[src/rtl/rfc_pkg.sv]
package rfc_pkg;

    localparam int BW_W = 8;

    typedef enum logic [2:0] {
        STP_NONE = 3'd0,
        STP_BW   = 3'd1,
        STP_XC   = 3'd2,
        STP_MC   = 3'd3,
        STP_FQ   = 3'd4,
        STP_STAT = 3'd5,
        STP_DIS  = 3'd6
    } step_e;

    typedef enum logic [1:0] {
        OPC_TUNE    = 2'd0,
        OPC_STATUS  = 2'd1,
        OPC_DISABLE = 2'd2,
        OPC_RSVD    = 2'd3
    } opc_e;

    typedef enum logic [2:0] {
        FS_BOOT,
        FS_IDLE,
        FS_PREP,
        FS_CONV,
        FS_ISSUE,
        FS_WAIT
    } fsm_e;

    // lower-case letter that opens the command of a step
    function automatic logic [7:0] cmd_letter(input step_e s);
        case (s)
            STP_BW, STP_DIS: return 8'h62;   // b
            STP_XC:          return 8'h78;   // x
            STP_MC:          return 8'h6d;   // m
            STP_FQ:          return 8'h66;   // f
            STP_STAT:        return 8'h73;   // s
            default:         return 8'h00;
        endcase
    endfunction

    // the filter answers with the upper-case form of the command letter
    function automatic logic [7:0] reply_letter(input step_e s);
        logic [7:0] c;
        c = cmd_letter(s);
        return (c == 8'h00) ? 8'h00 : (c - 8'h20);
    endfunction

    function automatic logic [BW_W-1:0] bw_fix(input logic [BW_W-1:0] bw);
        case (bw)
            BW_W'(5), BW_W'(10), BW_W'(20), BW_W'(40): return bw;
            default:                                   return BW_W'(20);
        endcase
    endfunction

endpackage

[src/rtl/rfc_dec_ascii.sv]
// Sequential binary to fixed-width ASCII decimal, one digit per cycle,
// least significant digit first. asc[8*j +: 8] is digit j, j = 0 most significant.
module rfc_dec_ascii #(
    parameter int VW   = 17,
    parameter int NDIG = 5
) (
    input  logic              clk,
    input  logic              rst,
    input  logic              start,
    input  logic [VW-1:0]     value,
    output logic              done,
    output logic [NDIG*8-1:0] asc
);
    localparam int CW = $clog2(NDIG);

    logic [VW-1:0] rem;
    logic [VW-1:0] q10;
    logic [VW-1:0] r10;
    logic [CW-1:0] cnt;
    logic [CW-1:0] slot;
    logic          busy;
    logic [7:0]    asc_a [NDIG];

    always_comb begin
        q10  = rem / VW'(10);
        r10  = rem % VW'(10);
        slot = CW'(NDIG - 1) - cnt;
    end

    always_ff @(posedge clk) begin
        if (rst) begin
            rem  <= '0;
            cnt  <= '0;
            busy <= 1'b0;
            done <= 1'b0;
            for (int j = 0; j < NDIG; j++) asc_a[j] <= 8'h30;
        end else begin
            done <= 1'b0;
            if (start) begin
                rem  <= value;
                cnt  <= '0;
                busy <= 1'b1;
            end else if (busy) begin
                asc_a[slot] <= 8'(r10) + 8'h30;
                rem         <= q10;
                cnt         <= cnt + CW'(1);
                if (cnt == CW'(NDIG - 1)) begin
                    busy <= 1'b0;
                    done <= 1'b1;
                end
            end
        end
    end

    for (genvar j = 0; j < NDIG; j++) begin : g_pack
        assign asc[8*j +: 8] = asc_a[j];
    end

endmodule

[src/rtl/rfc_cmd_build.sv]
// Assembles the zero-padded command buffer for one step.
module rfc_cmd_build import rfc_pkg::*; #(
    parameter int NB   = 10,
    parameter int NDIG = 5
) (
    input  step_e             step,
    input  logic [NDIG*8-1:0] asc,
    output logic [NB*8-1:0]   cmd
);
    always_comb begin
        cmd       = '0;
        cmd[7:0]  = cmd_letter(step);
        case (step)
            STP_BW: begin
                cmd[15:8]  = asc[8*(NDIG-2) +: 8];
                cmd[23:16] = asc[8*(NDIG-1) +: 8];
            end
            STP_FQ: begin
                for (int j = 0; j < NDIG; j++) cmd[8*(j+1) +: 8] = asc[8*j +: 8];
            end
            STP_DIS: begin
                cmd[15:8]  = 8'h34;
                cmd[23:16] = 8'h30;
            end
            default: ;
        endcase
    end
endmodule

[src/rtl/rfc_reply_judge.sv]
// Per-step acceptance rule applied to the reply.
module rfc_reply_judge import rfc_pkg::*; #(
    parameter int VW = 20,
    parameter int FW = 17
) (
    input  step_e           step,
    input  logic [7:0]      rsp_char,
    input  logic [VW-1:0]   rsp_val,
    input  logic [BW_W-1:0] bw,
    input  logic [FW-1:0]   freq,
    output logic            ok
);
    logic ch_ok;
    always_comb begin
        ch_ok = (rsp_char == reply_letter(step));
        case (step)
            STP_BW:                  ok = ch_ok && (rsp_val == VW'(bw));
            STP_XC, STP_MC, STP_STAT: ok = ch_ok;
            STP_FQ:                  ok = ch_ok || (rsp_val == VW'(freq));
            STP_DIS:                 ok = ch_ok && (rsp_val != '0);
            default:                 ok = 1'b0;
        endcase
    end
endmodule

[src/rtl/rfc_cfg_seq.sv]
module rfc_cfg_seq import rfc_pkg::*; #(
    parameter int FREQ_W      = 17,
    parameter int VAL_W       = 20,
    parameter int CMD_BYTES   = 10,
    parameter int FREQ_DIGITS = 5
) (
    input  logic                   clk,
    input  logic                   rst,
    input  logic                   op_valid,
    input  logic [1:0]             op_code,
    input  logic [BW_W-1:0]        bw_mhz,
    input  logic [FREQ_W-1:0]      freq_mhz,
    output logic                   op_ready,
    output logic                   txn_start,
    output logic [CMD_BYTES*8-1:0] txn_cmd,
    input  logic                   txn_done,
    input  logic [7:0]             rsp_char,
    input  logic [VAL_W-1:0]       rsp_val,
    output logic                   seq_done,
    output logic                   seq_pass,
    output logic [2:0]             step_idx,
    output logic [2:0]             fail_step
);
    localparam int CMD_W = CMD_BYTES * 8;
    localparam int ASC_W = FREQ_DIGITS * 8;

    fsm_e              state;
    step_e             step_q, fail_q, step_next;
    logic [BW_W-1:0]   bw_q;
    logic [FREQ_W-1:0] freq_q;
    logic              pass_q, done_q, start_q;
    logic [CMD_W-1:0]  cmd_q, cmd_d;
    logic              conv_go, conv_done, reply_ok;
    logic [FREQ_W-1:0] conv_val;
    logic [ASC_W-1:0]  conv_asc;
    opc_e              opc;

    assign opc = opc_e'(op_code);

    always_comb begin
        conv_go  = (state == FS_PREP) && ((step_q == STP_BW) || (step_q == STP_FQ));
        conv_val = (step_q == STP_BW) ? FREQ_W'(bw_q) : freq_q;
    end

    // enable chain advances on success; any enable failure jumps to status
    always_comb begin
        case (step_q)
            STP_BW:  step_next = reply_ok ? STP_XC : STP_STAT;
            STP_XC:  step_next = reply_ok ? STP_MC : STP_STAT;
            STP_MC:  step_next = reply_ok ? STP_FQ : STP_STAT;
            STP_FQ:  step_next = STP_STAT;
            default: step_next = STP_NONE;
        endcase
    end

    rfc_dec_ascii #(.VW(FREQ_W), .NDIG(FREQ_DIGITS)) u_conv (
        .clk   (clk),
        .rst   (rst),
        .start (conv_go),
        .value (conv_val),
        .done  (conv_done),
        .asc   (conv_asc)
    );

    rfc_cmd_build #(.NB(CMD_BYTES), .NDIG(FREQ_DIGITS)) u_build (
        .step (step_q),
        .asc  (conv_asc),
        .cmd  (cmd_d)
    );

    rfc_reply_judge #(.VW(VAL_W), .FW(FREQ_W)) u_judge (
        .step     (step_q),
        .rsp_char (rsp_char),
        .rsp_val  (rsp_val),
        .bw       (bw_q),
        .freq     (freq_q),
        .ok       (reply_ok)
    );

    always_ff @(posedge clk) begin
        if (rst) begin
            state   <= FS_BOOT;
            step_q  <= STP_NONE;
            fail_q  <= STP_NONE;
            bw_q    <= '0;
            freq_q  <= '0;
            pass_q  <= 1'b0;
            done_q  <= 1'b0;
            start_q <= 1'b0;
            cmd_q   <= '0;
        end else begin
            start_q <= 1'b0;
            done_q  <= 1'b0;
            case (state)
                FS_BOOT: begin
                    step_q <= STP_DIS;
                    fail_q <= STP_NONE;
                    state  <= FS_PREP;
                end
                FS_IDLE: begin
                    if (op_valid && (opc != OPC_RSVD)) begin
                        bw_q   <= bw_fix(bw_mhz);
                        freq_q <= freq_mhz;
                        fail_q <= STP_NONE;
                        pass_q <= 1'b0;
                        case (opc)
                            OPC_TUNE:   step_q <= STP_BW;
                            OPC_STATUS: step_q <= STP_STAT;
                            default:    step_q <= STP_DIS;
                        endcase
                        state <= FS_PREP;
                    end
                end
                FS_PREP:  state <= conv_go ? FS_CONV : FS_ISSUE;
                FS_CONV:  if (conv_done) state <= FS_ISSUE;
                FS_ISSUE: begin
                    cmd_q   <= cmd_d;
                    start_q <= 1'b1;
                    state   <= FS_WAIT;
                end
                FS_WAIT: begin
                    if (txn_done) begin
                        if (!reply_ok && (fail_q == STP_NONE)) fail_q <= step_q;
                        if ((step_q == STP_STAT) || (step_q == STP_DIS)) begin
                            pass_q <= (fail_q == STP_NONE) && reply_ok;
                            done_q <= 1'b1;
                            step_q <= STP_NONE;
                            state  <= FS_IDLE;
                        end else begin
                            step_q <= step_next;
                            state  <= FS_PREP;
                        end
                    end
                end
                default: state <= FS_IDLE;
            endcase
        end
    end

    assign op_ready  = (state == FS_IDLE);
    assign txn_start = start_q;
    assign txn_cmd   = cmd_q;
    assign seq_done  = done_q;
    assign seq_pass  = pass_q;
    assign step_idx  = step_q;
    assign fail_step = fail_q;

    AST_START_PULSE: assert property (@(posedge clk) disable iff (rst)
        txn_start |=> !txn_start);
    AST_CMD_HELD: assert property (@(posedge clk) disable iff (rst)
        (state == FS_WAIT && !txn_start) |-> $stable(txn_cmd));
    AST_PAD_ZERO: assert property (@(posedge clk) disable iff (rst)
        txn_start |-> (txn_cmd[CMD_W-1 -: 8] == 8'h00));
    AST_NO_READY_BUSY: assert property (@(posedge clk) disable iff (rst)
        txn_start |-> !op_ready);
    AST_DONE_IDLE: assert property (@(posedge clk) disable iff (rst)
        seq_done |-> (op_ready && step_idx == 3'd0));
    AST_PASS_CLEAN: assert property (@(posedge clk) disable iff (rst)
        (seq_done && seq_pass) |-> (fail_step == 3'd0));
    AST_FAIL_CODED: assert property (@(posedge clk) disable iff (rst)
        (seq_done && !seq_pass) |-> (fail_step != 3'd0));
    AST_X_AFTER_BW: assert property (@(posedge clk) disable iff (rst)
        (step_idx == 3'd2 && $past(step_idx) != 3'd2) |-> ($past(step_idx) == 3'd1));
    AST_FQ_AFTER_M: assert property (@(posedge clk) disable iff (rst)
        (step_idx == 3'd4 && $past(step_idx) != 3'd4) |-> ($past(step_idx) == 3'd3));
    AST_WEAK_FQ: assert property (@(posedge clk) disable iff (rst)
        (state == FS_WAIT && txn_done && step_idx == 3'd4 && rsp_char == 8'h46)
        |=> (fail_step != 3'd4));

endmodule

[config.mk]
export PLATFORM = sky130hd
export DESIGN_NAME = rfc_cfg_seq
export DESIGN_NICKNAME = d
export VERILOG_FILES = /design/src/rtl/rfc_pkg.sv /design/src/rtl/rfc_dec_ascii.sv /design/src/rtl/rfc_cmd_build.sv /design/src/rtl/rfc_reply_judge.sv /design/src/rtl/rfc_cfg_seq.sv
export SDC_FILE = /design/constraint.sdc
export NUM_CORES = 1
export LEC_CHECK = 0
export ABC_AREA = 1
export CORE_MARGIN = 2
export CORE_UTILIZATION = 66
export CTS_BUF_LIST = sky130_fd_sc_hd__clkbuf_4
export CTS_CLUSTER_DIAMETER = 150
export DETAILED_ROUTE_END_ITERATION = 8
export DONT_BUFFER_PORTS = 1
export MAX_ROUTING_LAYER = met4
export PLACE_DENSITY_LB_ADDON = 0.3
export REMOVE_ABC_BUFFERS = 1
export SYNTH_ARGS = -nofsm -noshare
export SYNTH_HDL_FRONTEND = slang
export SYNTH_SLANG_ARGS = --single-unit
[constraint.sdc]
create_clock -name clk -period 8.3 [get_ports clk]
set_clock_uncertainty 0.2 [all_clocks]
set_input_delay 1.245 -clock clk [delete_from_list [all_inputs] [get_ports clk]]
set_output_delay 1.245 -clock clk [all_outputs]
set_load 0.02 [all_outputs]
==> results of run 1 <==
==> worst paths after layout <==
| check | start | to | slack [ns] |
|---|---|---|---|
| setup / recovery | u_conv.rem[14] | u_conv.asc_a[2][5] | 1.61 |
| hold / removal | bw_q[0] | bw_q[0] | 0.28 |
| setup reg to reg | u_conv.rem[14] | u_conv.asc_a[2][5] | 1.61 |
| hold reg to reg | bw_q[0] | bw_q[0] | 0.28 |
==> cell usage in the layout (no fill, tap or decap), drive strengths merged, types with 10 or more instances in the layout <==
cell | Yosys | final
nand2 | 262 | 262
nor2 | 130 | 130
inv | 109 | 110
dfxtp | 105 | 105
nand3 | 76 | 76
a21oi | 57 | 57
o21ai | 47 | 47
edfxtp | 40 | 40
conb | 1 | 33
a22oi | 24 | 24
clkbuf | 31 | 18
a31oi | 17 | 17
clkinv | 5 | 15
a22o | 11 | 11
nor3 | 11 | 11
o211ai | 10 | 10
xor2 | 10 | 10
==> cell type report <==
type	instances	area, sq um
clock buffers	18	135
inverters	114	428
repair buffers	7	52.6
well taps	147	184
clock inverters	14	93.8
flip-flops and latches	145	3300
fillers	1032	3710
multi-input cells	747	3960
==> state kept, by name (all words and copies together) (netlist names) <==
register	count
u_conv.asc_a	40
u_conv.busy	1
freq_q	17
fail_step	3
txn_start	1
step_idx	3
txn_cmd	46
u_conv.cnt	3
u_conv.done	1
seq_pass	1
u_conv.rem	17
bw_q	8
seq_done	1
state	3
==> layer usage <==
metal / GRT usage (%) / vias up / routed length (microns)
met5: - / - / 0
met4: 8.62 / 0 / 224
met3: 9.35 / 21 / 1520
met2: 41.9 / 246 / 7430
met1: 36.7 / 3055 / 7970
li1: - / 3392 / -
==> critical path, delay by kind of cell (launching register included) <==
kind	cells	cell delay, ns
and+or+nand+nor	52	4.72
buffers and inverters	9	0.54
adders and majority gates	2	0.44
DFF	1	0.34
AOI/OAI and AO/OA	1	0.11
==> stage by stage <==
step	std cells	instance area (sq um)
after floorplan	1006	7680
after global placement	1160	7930
after detailed placement	1160	7930
after CTS	1192	8160
after global routing	1192	8160
final	1192	8160
==> cell families (layout without fill, tap and decap cells) <==
| kind of cell | count (synthesis) | after routing | synth area share, % |
|---|---|---|---|
| compound gates | 193 | 193 | 15.4 |
| xor+xnor | 18 | 18 | 2.22 |
| fa+ha+maj | 6 | 6 | 0.944 |
| buf+inv | 180 | 153 | 10.3 |
| flops | 145 | 145 | 41.5 |
| other cells | 1 | 33 | 0.0472 |
| simple gates | 497 | 497 | 29.6 |
==> results.sh, run 1 <==
export IMPL_status="finished clean"
export IMPL_cp_common_cell="nand2_2"
export IMPL_setup_tns_ns=0
export IMPL_hold_class="reg2reg"
export IMPL_cts_setup_buffers=0
export IMPL_synth_flop_cell="dfxtp_1"
export IMPL_drv_cap=0
export IMPL_drive_gt1_share_pct=13.5
export IMPL_synth_top_area_share_pct=26.4
export IMPL_io_buffers=0
export IMPL_layout_nets=1097
export IMPL_grt_pass1_vias=6058
export IMPL_ys_seq_area_share_pct=41.5
export IMPL_crit_type="reg2reg"
export IMPL_fmax_ghz=0.149
export IMPL_tightestPinTransition_ns=0.960
export IMPL_cts_sinks=145
export IMPL_cp_start_kind="flip-flop"
export IMPL_netlist_area_sq_mm=0.00795
export IMPL_area_growth_pct=2.56
export IMPL_cp_arrival_ns=6.77
export IMPL_endpoint_kind="flip-flop"
export IMPL_finalWorstSetupSlack_ns=1.61
export IMPL_post_place_ws_ns=1.62
export IMPL_drt_iter0_drc=583
export IMPL_routed_wl_mm=17.1
export IMPL_yosysWarnings=0
export IMPL_vias=6714
export IMPL_synth_edf_count=40
export IMPL_hold_path_depth=2
export IMPL_synth_avg_cell_area_sq_um=7.65
export IMPL_critPathSlowestCell="dfxtp_1"
export IMPL_postRouteAntennaNets=0
export IMPL_pin_count=149
export IMPL_clkSlewWorstSetupHoldPaths_ns=0.11
export IMPL_dieHeight_microns=114
export IMPL_cp_required_ns=8.38
export IMPL_ys_seq_elements=145
export IMPL_firstDrtPassIters=5
export IMPL_async_reset_ff_share_pct=0
export IMPL_grt_max_degree=72
export IMPL_initial_utilization_pct=67.0
export IMPL_cts_root_buf="clkbuf_4"
export IMPL_worst_r2r_path_depth=64
export IMPL_grt_pass1_wl_mm=28.3
export IMPL_hpwl_mm=12.7
export IMPL_die_width_microns=114
export IMPL_final_util_pct=68.8
export IMPL_h_tree_depth=4
export IMPL_yosys_top_cells_count="nand2_1 (210), nor2_1 (122), dfxtp_1 (105)"
export IMPL_grtUsageTotal_pct=28.1
export IMPL_grt_overflow_total=0
export IMPL_cts_tree="done"
export IMPL_finalWeightedCongestion=0.910
export IMPL_insertedDiodeCount=0
export IMPL_drv_slew=0
export IMPL_synth_area_leader_cell="dfxtp_1"
export IMPL_antenna_found_initial=0
export IMPL_coreArea_sq_mm=0.0119
export IMPL_route_detailed_drc=0
export IMPL_crit_path_max_incr_delay_ns=0.34
export IMPL_ys_types=49
export IMPL_holdWs_ns=0.279
export IMPL_cts_buffers_inserted=17
export IMPL_die_area_sq_mm=0.0129
export IMPL_hold_buffers=0
export IMPL_ctsResizeCount=0
export IMPL_final_hold_violation_count=0
export IMPL_min_period_ns=6.69
export IMPL_drt_wirelength_per_cell_microns=14.4
export IMPL_worstPathMaxFanout=11
export IMPL_synth_area_top_cells="dfxtp_1 (26%), edfxtp_1 (15%), nand2_1 (9.9%), nor2_1 (5.8%), inv_1 (4.2%)"
export IMPL_synthMostInstantiatedCell="nand2_1"
export IMPL_clk_insertion_delay_late_ns=0.57
export IMPL_clockBufferDepth=2
export IMPL_slew_headroom_pct=35.8
export IMPL_routed_via_density=5.63
export IMPL_grt_setup_unrepaired="no"
export IMPL_syn_inst=1040
export IMPL_fin_crit_sh_pct=80.6
export IMPL_finalSetupViolations=0
export IMPL_rows=40
Power of run 1 is not shown: default switching activity piles up to over one toggle a cycle in this logic, so the estimate is an artifact.
==> inputs of run 2 (changes only) <==
- CORE_UTILIZATION: 66 -> 60
- clock period: 8.3 -> 5.7 ns (I/O delays scaled with it)
==> run 2 against run 1 <==
The flow now finishes with violations (setup timing). Wire length is 18% higher. Die area is 9.6% higher. Sequential share of layout area is 4.3 points lower. Clock-buffer cell count is 1 lower. Non-clock buffer count is 62 higher. Final cell count is 7.6% higher. Final area is 12% higher. Fmax is 4.6% higher.
==> results.sh, run 2 (same netlist as run 1, synthesis figures left out) <==
export IMPL_cts_root_buf="clkbuf_4"
export IMPL_area_growth_pct=15.1
export IMPL_route_detailed_drc=0
export IMPL_holdWs_ns=0.135
export IMPL_cpLargestDelayFamily="simple AND/OR/NAND/NOR gates"
export IMPL_grt_overflow_total=0
export IMPL_crit_type="reg2reg"
export IMPL_critPathSlowestCell="dfxtp_2"
export IMPL_insertedDiodeCount=0
export IMPL_drive_gt1_share_pct=25.4
export IMPL_status="finished, violations left"
export IMPL_io_buffers=0
export IMPL_antenna_found_initial=0
export IMPL_h_tree_depth=4
export IMPL_hold_buffers=0
export IMPL_pin_count=149
export IMPL_clk_insertion_delay_late_ns=0.58
export IMPL_tightestPinTransition_ns=0.901
export IMPL_die_area_sq_mm=0.0142
export IMPL_worstPathMaxFanout=5
export IMPL_grt_setup_unrepaired="yes"
export IMPL_hpwl_mm=13.2
export IMPL_vias=7262
export IMPL_cts_tree="done"
export IMPL_grt_pass1_vias=6555
export IMPL_violations="setup timing"
export IMPL_layout_nets=1159
export IMPL_hold_class="in2reg"
export IMPL_drt_wirelength_per_cell_microns=15.7
export IMPL_path_buf_inv=13
export IMPL_drv_cap=0
export IMPL_postRouteAntennaNets=0
export IMPL_finalWorstSetupSlack_ns=-0.696
export IMPL_initial_utilization_pct=60.8
export IMPL_endpoint_kind="flip-flop"
export IMPL_post_place_ws_ns=-0.520
export IMPL_clockBufferDepth=2
export IMPL_cp_start_kind="flip-flop"
export IMPL_cp_required_ns=5.81
export IMPL_dieHeight_microns=119
export IMPL_post_dp_cell_area_sq_mm=0.00822
export IMPL_slew_headroom_pct=39.9
export IMPL_min_period_ns=6.40
export IMPL_coreArea_sq_mm=0.0131
export IMPL_largest_reg_flops=46
export IMPL_critPathLaunch="u_conv.rem[14]"
export IMPL_layout_common_cells="nand2_1 (173), nor2_1 (115), dfxtp_1 (102)"
export IMPL_fin_crit_sh_pct=112
export IMPL_cp_arrival_ns=6.51
export IMPL_rows=42
export IMPL_grtUsageTotal_pct=27.6
export IMPL_min_from="rst"
export IMPL_routed_via_density=5.66
export IMPL_clkSlewWorstSetupHoldPaths_ns=0.13
export IMPL_fmax_ghz=0.156
export IMPL_cts_buffers_inserted=17
export IMPL_finalSetupViolations=36
export IMPL_stdcell_area_sq_mm=0.00915
export IMPL_grt_max_degree=72
export IMPL_routed_wl_mm=20.1
export IMPL_grt_pass1_wl_mm=30.7
export IMPL_drv_slew=0
export IMPL_finalWeightedCongestion=0.917
export IMPL_final_common_cell="nand2_1"
export IMPL_cts_sinks=145
export IMPL_cp_common_cell="nand2_4"
export IMPL_final_hold_violation_count=0
export IMPL_die_width_microns=119
export IMPL_drt_iter0_drc=706
export IMPL_firstDrtPassIters=5
export IMPL_crit_path_max_incr_delay_ns=0.36
export IMPL_reg2reg_from="u_conv.rem[14]"
==> run 2: final timing paths <==
check,cells after the start,to,slack (ns)
hold reg to reg,2,u_conv.rem[14],0.27
setup reg to reg,70,u_conv.asc_a[2][6],-0.70
setup / recovery,70,u_conv.asc_a[2][6],-0.70
hold / removal,1,txn_cmd[22],0.13
==> run 2: area by class of cell <==
| cell class | instances | area, sq um |
|---|---|---|
| multi-input combinational | 747 | 4390 |
| fill | 1045 | 3940 |
| sequential | 145 | 3310 |
| timing repair buffer | 69 | 542 |
| inverter | 114 | 440 |
| tap | 176 | 220 |
| clock buffer | 17 | 128 |
| clock inverter | 15 | 118 |
==> run 2: timing repair <==
action	in CTS	in global routing
buffers inserted	18	11
setup endpoints to repair	36	36
resized for setup	65	60
pin swaps	36	42
==> run 2: through the flow <==
stage          instances  setup TNS, ns  util [%]
5_1_grt             1283         -35.13      69.9
4_1_cts             1272          -7.37      67.5
6_report            1283         -21.81      69.9
2_1_floorplan       1006          -4.05         -
3_5_place_dp        1222         -15.00      62.8
3_3_place_gp        1222          -4.21      62.8
==> run 2: worst reg2reg max path: cells and delay by family, from the launching register on <==
kind | cells | cell delay [ns]
AO/OA/AOI/OAI | 1 | 0.18
flip-flops | 1 | 0.36
buffers and inverters | 13 | 0.73
AND/OR/NAND/NOR | 54 | 4.39
adder cells (fa/ha/maj) | 2 | 0.29
==> run 2: per-layer routing <==
layer | GRT usage (%) | share of wire [%]
met5 | - | 0
met4 | 9.75 | 2.4
met3 | 7.66 | 8.7
met2 | 42.6 | 47
met1 | 34.9 | 42
Power of run 2 is left out for the same reason.
